==> config.mk <==
export PLATFORM = sky130hd
export DESIGN_NAME = servo_stepper
export DESIGN_NICKNAME = d
export VERILOG_FILES = /design/src/rtl/servo_pkg.sv /design/src/rtl/servo_btn_cond.sv /design/src/rtl/servo_angle_reg.sv /design/src/rtl/servo_pwm_frame.sv /design/src/rtl/servo_stepper.sv
export SDC_FILE = /design/constraint.sdc
export NUM_CORES = 1
export LEC_CHECK = 0
export BUFFER_PORTS_ARGS = -buffer_cell sky130_fd_sc_hd__buf_2
export CORE_ASPECT_RATIO = 0.6
export CORE_MARGIN = 2
export CORE_UTILIZATION = 45
export CTS_CLUSTER_SIZE = 16
export DETAILED_ROUTE_END_ITERATION = 8
export PLACE_DENSITY_LB_ADDON = 0.12
export SETUP_SLACK_MARGIN = 0.1
export SYNTH_ARGS = -nofsm -noshare
export SYNTH_HDL_FRONTEND = slang
export SYNTH_SLANG_ARGS = --single-unit
==> constraint.sdc <==
create_clock -name clk -period 4.6 [get_ports clk]
set_input_delay 1.38 -clock clk [delete_from_list [all_inputs] [get_ports clk]]
set_output_delay 1.38 -clock clk [all_outputs]
set_load 0.02 [all_outputs]
==> src/rtl/servo_pkg.sv <==
package servo_pkg;
  localparam int ANGLE_W = 8;

  typedef enum logic [1:0] {
    CMD_HOLD = 2'd0,
    CMD_UP   = 2'd1,
    CMD_DOWN = 2'd2
  } step_cmd_e;

  function automatic step_cmd_e decode_cmd(input logic up, input logic down);
    if (up && !down)      return CMD_UP;
    else if (down && !up) return CMD_DOWN;
    else                  return CMD_HOLD;
  endfunction
endpackage

==> src/rtl/servo_btn_cond.sv <==
module servo_btn_cond #(
  parameter int DEB_CYC = 500000
) (
  input  logic clk,
  input  logic rst,
  input  logic btn_raw,
  output logic press
);
  localparam int DW = $clog2(DEB_CYC + 1);

  logic          sync1, sync2, level;
  logic [DW-1:0] stable_cnt;

  always_ff @(posedge clk) begin
    if (rst) begin
      sync1      <= 1'b0;
      sync2      <= 1'b0;
      level      <= 1'b0;
      stable_cnt <= '0;
      press      <= 1'b0;
    end else begin
      sync1 <= btn_raw;
      sync2 <= sync1;
      press <= 1'b0;
      if (sync2 == level) begin
        stable_cnt <= '0;
      end else if (stable_cnt == DW'(DEB_CYC - 1)) begin
        level      <= sync2;
        stable_cnt <= '0;
        press      <= sync2;
      end else begin
        stable_cnt <= stable_cnt + 1'b1;
      end
    end
  end

  // one press produces a single-cycle pulse
  assert_single_pulse_R5: assert property (@(posedge clk) disable iff (rst)
    press |=> !press);
  // a press is only reported together with a high filtered level
  assert_press_high_R5: assert property (@(posedge clk) disable iff (rst)
    press |-> level);
  // filter counter never passes its window
  assert_deb_bound_R8: assert property (@(posedge clk) disable iff (rst)
    stable_cnt < DW'(DEB_CYC));
endmodule

==> src/rtl/servo_angle_reg.sv <==
module servo_angle_reg
  import servo_pkg::*;
#(
  parameter int MAX_DEG   = 180,
  parameter int STEP_DEG  = 5,
  parameter int RESET_DEG = 90
) (
  input  logic               clk,
  input  logic               rst,
  input  logic               up_press,
  input  logic               down_press,
  output logic [ANGLE_W-1:0] angle
);
  localparam logic [ANGLE_W-1:0] MAX_A  = ANGLE_W'(MAX_DEG);
  localparam logic [ANGLE_W-1:0] STEP_A = ANGLE_W'(STEP_DEG);

  step_cmd_e cmd;
  assign cmd = decode_cmd(up_press, down_press);

  always_ff @(posedge clk) begin
    if (rst) begin
      angle <= ANGLE_W'(RESET_DEG);
    end else begin
      case (cmd)
        CMD_UP:   angle <= (angle >= MAX_A - STEP_A) ? MAX_A : angle + STEP_A;
        CMD_DOWN: angle <= (angle <= STEP_A) ? '0 : angle - STEP_A;
        default:  angle <= angle;
      endcase
    end
  end

  // angle stays in range
  assert_angle_range_R6: assert property (@(posedge clk) disable iff (rst)
    angle <= MAX_A);
  // up at the top end holds
  assert_top_hold_R6: assert property (@(posedge clk) disable iff (rst)
    (angle == MAX_A && up_press && !down_press) |=> angle == MAX_A);
  // down at zero holds
  assert_bottom_hold_R6: assert property (@(posedge clk) disable iff (rst)
    (angle == '0 && down_press && !up_press) |=> angle == '0);
  // coincident presses leave angle alone
  assert_both_hold_R7: assert property (@(posedge clk) disable iff (rst)
    (up_press && down_press) |=> $stable(angle));
endmodule

==> src/rtl/servo_pwm_frame.sv <==
module servo_pwm_frame
  import servo_pkg::*;
#(
  parameter int FRAME_CYC   = 1000000,
  parameter int MIN_WIDTH   = 30000,
  parameter int CYC_PER_DEG = 500,
  parameter int MAX_DEG     = 180,
  parameter int RESET_DEG   = 90
) (
  input  logic               clk,
  input  logic               rst,
  input  logic [ANGLE_W-1:0] angle,
  output logic               pwm_out
);
  localparam int CW = $clog2(FRAME_CYC + 1);
  localparam logic [CW-1:0] LAST      = CW'(FRAME_CYC - 1);
  localparam logic [CW-1:0] W_RESET   = CW'(MIN_WIDTH + CYC_PER_DEG * RESET_DEG);
  localparam logic [CW-1:0] W_MIN     = CW'(MIN_WIDTH);
  localparam logic [CW-1:0] W_MAX     = CW'(MIN_WIDTH + CYC_PER_DEG * MAX_DEG);

  logic [CW-1:0] frame_cnt, width_q, width_next;

  assign width_next = W_MIN + CW'(CYC_PER_DEG) * CW'(angle);

  always_ff @(posedge clk) begin
    if (rst) begin
      frame_cnt <= '0;
      width_q   <= W_RESET;
    end else if (frame_cnt == LAST) begin
      frame_cnt <= '0;
      width_q   <= width_next;
    end else begin
      frame_cnt <= frame_cnt + 1'b1;
    end
  end

  assign pwm_out = (frame_cnt < width_q);

  // width only changes at the frame boundary
  assert_width_frozen_R9: assert property (@(posedge clk) disable iff (rst)
    (frame_cnt != '0) |-> $stable(width_q));
  // latched width lies within the mapped range
  assert_width_range_R3: assert property (@(posedge clk) disable iff (rst)
    (width_q >= W_MIN) && (width_q <= W_MAX));
  // counter wraps to zero after the last frame cycle
  assert_frame_wrap_R2: assert property (@(posedge clk) disable iff (rst)
    (frame_cnt == LAST) |=> (frame_cnt == '0));
endmodule

==> src/rtl/servo_stepper.sv <==
module servo_stepper
  import servo_pkg::*;
#(
  parameter int FRAME_CYC   = 1000000,
  parameter int MIN_WIDTH   = 30000,
  parameter int CYC_PER_DEG = 500,
  parameter int MAX_DEG     = 180,
  parameter int STEP_DEG    = 5,
  parameter int RESET_DEG   = 90,
  parameter int DEB_CYC     = 500000
) (
  input  logic         clk,
  input  logic         rst,
  input  logic         btn_up,
  input  logic         btn_down,
  output logic         pwm_out,
  output logic [7:0]   angle
);
  localparam int NBTN = 2;

  logic [NBTN-1:0] raw, press;
  assign raw = {btn_down, btn_up};

  for (genvar g = 0; g < NBTN; g++) begin : g_btn
    servo_btn_cond #(.DEB_CYC(DEB_CYC)) u_cond (
      .clk(clk), .rst(rst), .btn_raw(raw[g]), .press(press[g])
    );
  end

  logic [ANGLE_W-1:0] angle_q;

  servo_angle_reg #(
    .MAX_DEG(MAX_DEG), .STEP_DEG(STEP_DEG), .RESET_DEG(RESET_DEG)
  ) u_angle (
    .clk(clk), .rst(rst), .up_press(press[0]), .down_press(press[1]),
    .angle(angle_q)
  );

  servo_pwm_frame #(
    .FRAME_CYC(FRAME_CYC), .MIN_WIDTH(MIN_WIDTH), .CYC_PER_DEG(CYC_PER_DEG),
    .MAX_DEG(MAX_DEG), .RESET_DEG(RESET_DEG)
  ) u_pwm (
    .clk(clk), .rst(rst), .angle(angle_q), .pwm_out(pwm_out)
  );

  assign angle = angle_q;
endmodule

==> flow_summary.toml <==
[synthesis]
ys_types = 58
yosys-mux-area-fraction = 0.00492
yosys_register_bits = 90
synthArstFlopShare = 0
yosys.area_share.simple = 0.197
synth_top_family_by_area = "adder cells"
postSynthAreaPerCell_um2 = 8.64
synth_compound_area_frac = 0.116
synth.yosys.seq_area_share = 0.295
synthFlopType = "dfxtp_1"
syn_area_um2 = 6100
yosys_warnings = 0
synth_cells = 706
syn-num-nets = 805
synth_xor_area_frac = 0.109
synth_fa_ha_area_frac = 0.221
synth_edf_count = 0

[pwr]
power_frac_seq = 0.513
clkPwrFrac = 0.474
p_leak_nw = 3.08
peakVddDrop_mv = 0.158
powerDensity_nw_per_um2 = 221
switchingPower_mw = 0.347
p_int_mw = 1.18
switching_share = 0.227
power_frac_comb = 0.013

[sta]
fmax_mhz = 232
rsz0062_at_grt = "no"
setup_viol = 0
maxSlewViolCount = 0
hold_violations = 0
finalSetupTns_ps = 0
fin_skew_ps = 8.16
worst_slack_ps = 293
fin_crit_sh = 0.936
tightest_slew_ps = 879
finalCriticalPeriod_ps = 4310
slew-limit-headroom = 0.413

[global_routing]
grt_max_degree = 26
grt_pass1_wl_mm = 22.1
grt_overflow_total = 0
antenna_found_initial = 0
grt_pass1_vias = 4550
grtUsageTotal = 0.187

[critical_path]
path_class = "reg2reg"
cpMostUsedCell = "fa_1"
end_kind = "register"
crit_slowest_cell = "fa_1"
r2r_cells = 15
r2r-start = "u_angle.angle[1]"
cp_max_fo = 6
timing.rr.end = "u_pwm.width_q[15]"
slowest_delay_ps = 550
reg2reg_slack_ps = 290
arrival_ps = 4550
crit_chain = "fa_1 -> inv_1 -> fa_1 -> fa_1 -> inv_1 -> fa_1 -> ha_4 -> nand3_2 -> nand2_1 -> o31a_4 -> xnor2_2 -> nand4b_1 -> or2_1 -> xnor2_1 -> o31ai_2"
crit_required_ps = 4840
start_kind = "register"

[cells_and_area]
layout_commonest_cell = "nor2_1"
diodes = 0
fillers = 1230
multi_input_area_um2 = 4060
final_cell_mix = "nor2_1, dfxtp_1, ha_1"
seq_area_um2 = 1820
area_growth_pct = 13.3
drive_gt1_frac = 0.124
utilization = 0.529
fin_nets = 836

[hold_path]
hp-class = "reg2reg"
min_from = "u_pwm.width_q[8]"
hold_end = "u_pwm.width_q[8]"
hold_depth = 2

[clock_tree]
cts_buffer_depth = 2
htree_levels = 3
path_clk_slew_ps = 70
cts_tree = "built"
clock_latency_ps = 340
root_buffer = "clkbuf_16"
cts.sinks = 90
cts_buffers = 9

[floorplanning]
fp.dieW_um = 154
rows = 32
fp.dieArea_um2 = 14500
initial_core_util = 0.467
die_y_um = 94.2
ios = 13
core_um2 = 13100

[routing]
drtIter0Drc = 266
dr.pass1.iters = 4
vias = 4755
routed_wirelength_mm = 12.6
vias_per_cell = 5.21
post_drt_wl_per_cell_um = 13.8
drc = 0
ant_nets = 0

[placed_design]
place.gp.congestion = 0.940
numPortBuffers = 12
pre_cts_ws_ps = 42.3
place_hpwl_mm = 9.80

[job]
maxCapViolCount = 0

[outcome]
status = "complete, no violations"
## metal layers
| layer | track usage | share of wire |
|---|---|---|
| met5 | 0 | 0 |
| met2 | 0.268 | 0.39 |
| met4 | 0.0378 | 0.0082 |
| met1 | 0.284 | 0.55 |
| met3 | 0.0438 | 0.055 |
## registers in the layout, summed over array words and instances (netlist names)
register                 count
g_btn.u_cond.level           2
g_btn.u_cond.press           2
g_btn.u_cond.stable_cnt     38
g_btn.u_cond.sync1           2
g_btn.u_cond.sync2           2
u_angle.angle                8
u_pwm.frame_cnt             20
u_pwm.width_q               16
## synth_stat cells, drive strengths merged (2+ instances only)
library cell,n,share of area
a2111oi,2,0.0060
a211oi,3,0.0037
a21o,12,0.015
a21oi,35,0.029
a31oi,3,0.0031
and2,3,0.0031
and3,13,0.013
buf,6,0.0062
clkbuf,12,0.0074
dfxtp,90,0.30
fa,21,0.069
ha,74,0.15
inv,71,0.044
mux2i,3,0.0049
nand2,49,0.031
nand2b,6,0.0062
nand3,34,0.028
nand4,15,0.015
nand4b,2,0.0053
nor2,86,0.053
nor2b,6,0.0062
nor3,14,0.011
nor4,4,0.0041
nor4b,3,0.0043
o2111ai,2,0.0029
o211ai,7,0.0086
o21a,3,0.0037
o21ai,20,0.017
o21bai,5,0.0062
o31ai,4,0.0057
or2,2,0.0021
or3,8,0.0082
xnor2,32,0.047
xor2,43,0.062
## critical path, delay by kind of cell, from the launching register on
family          cells  cell delay (ps)
xor+xnor            2              310
simple gates        4              570
buf+inv             2              110
compound gates      2              560
fa+ha+maj           5             2280
flops               1              380
## area by class of cell
| cell class | count | share of cell area |
|---|---|---|
| Multi-Input combinational cell | 527 | 0.587 |
| Tap cell | 170 | 0.0308 |
| Clock buffer | 10 | 0.0346 |
| Clock inverter | 6 | 0.00797 |
| Sequential cell | 90 | 0.263 |
| Inverter | 71 | 0.0391 |
| Timing Repair Buffer | 38 | 0.0369 |
## worst max-delay path by stage
| stage | slack (ps) | to | from | cells after the start |
|---|---|---|---|---|
| detailed placement | 40 | u_pwm.width_q[15] | u_angle.angle[1] | 17 |
| global route | 70 | u_pwm.width_q[14] | u_angle.angle[1] | 15 |
| global placement | 180 | u_pwm.width_q[15] | u_angle.angle[1] | 17 |
| CTS | 160 | u_pwm.width_q[16] | u_angle.angle[3] | 17 |
| floorplan | 110 | u_pwm.width_q[15] | u_angle.angle[3] | 17 |
| finish | 290 | u_pwm.width_q[15] | u_angle.angle[1] | 15 |
## kinds of logic (layout without fill, tap and decap cells)
kind of cell             Yosys count  after routing
flip-flops                        90             90
XOR/XNOR                          75             75
AO/OA/AOI/OAI                    105            105
AND/OR/NAND/NOR                  249            249
adder cells (fa/ha/maj)           95             95
multiplexers                       3              3
buffers and inverters             89            125
## power groups by stage
stage / clock, mW / combinational (mW) / sequential (mW)
floorplan: 0 / 0.0144 / 0.802
global placement: 0 / 0.0201 / 0.803
detailed placement: 0 / 0.0202 / 0.803
CTS: 0.748 / 0.0202 / 0.785
global route: 0.777 / 0.0229 / 0.784
finish: 0.724 / 0.0196 / 0.784
## what timing repair did
item / CTS / global route
hold buffers: 0 / 0
hold endpoints to repair: 0 / 0
pin swaps: 1 / 10
setup buffers: 1 / 6
gates resized for setup: 2 / 24
endpoints found under the setup margin: 1 / 7
## through the flow
stage          power, mW  hold slack (ps)  cell area (µm²)  std cells
2_1_floorplan      0.817              414             6110        706
3_3_place_gp       0.823              430             6440        889
3_5_place_dp       0.823              440             6440        889
4_1_cts             1.55              454             6750        906
5_1_grt             1.58              464             6910        912
6_report            1.53              450             6910        912
(Power assumes the default switching activity.)
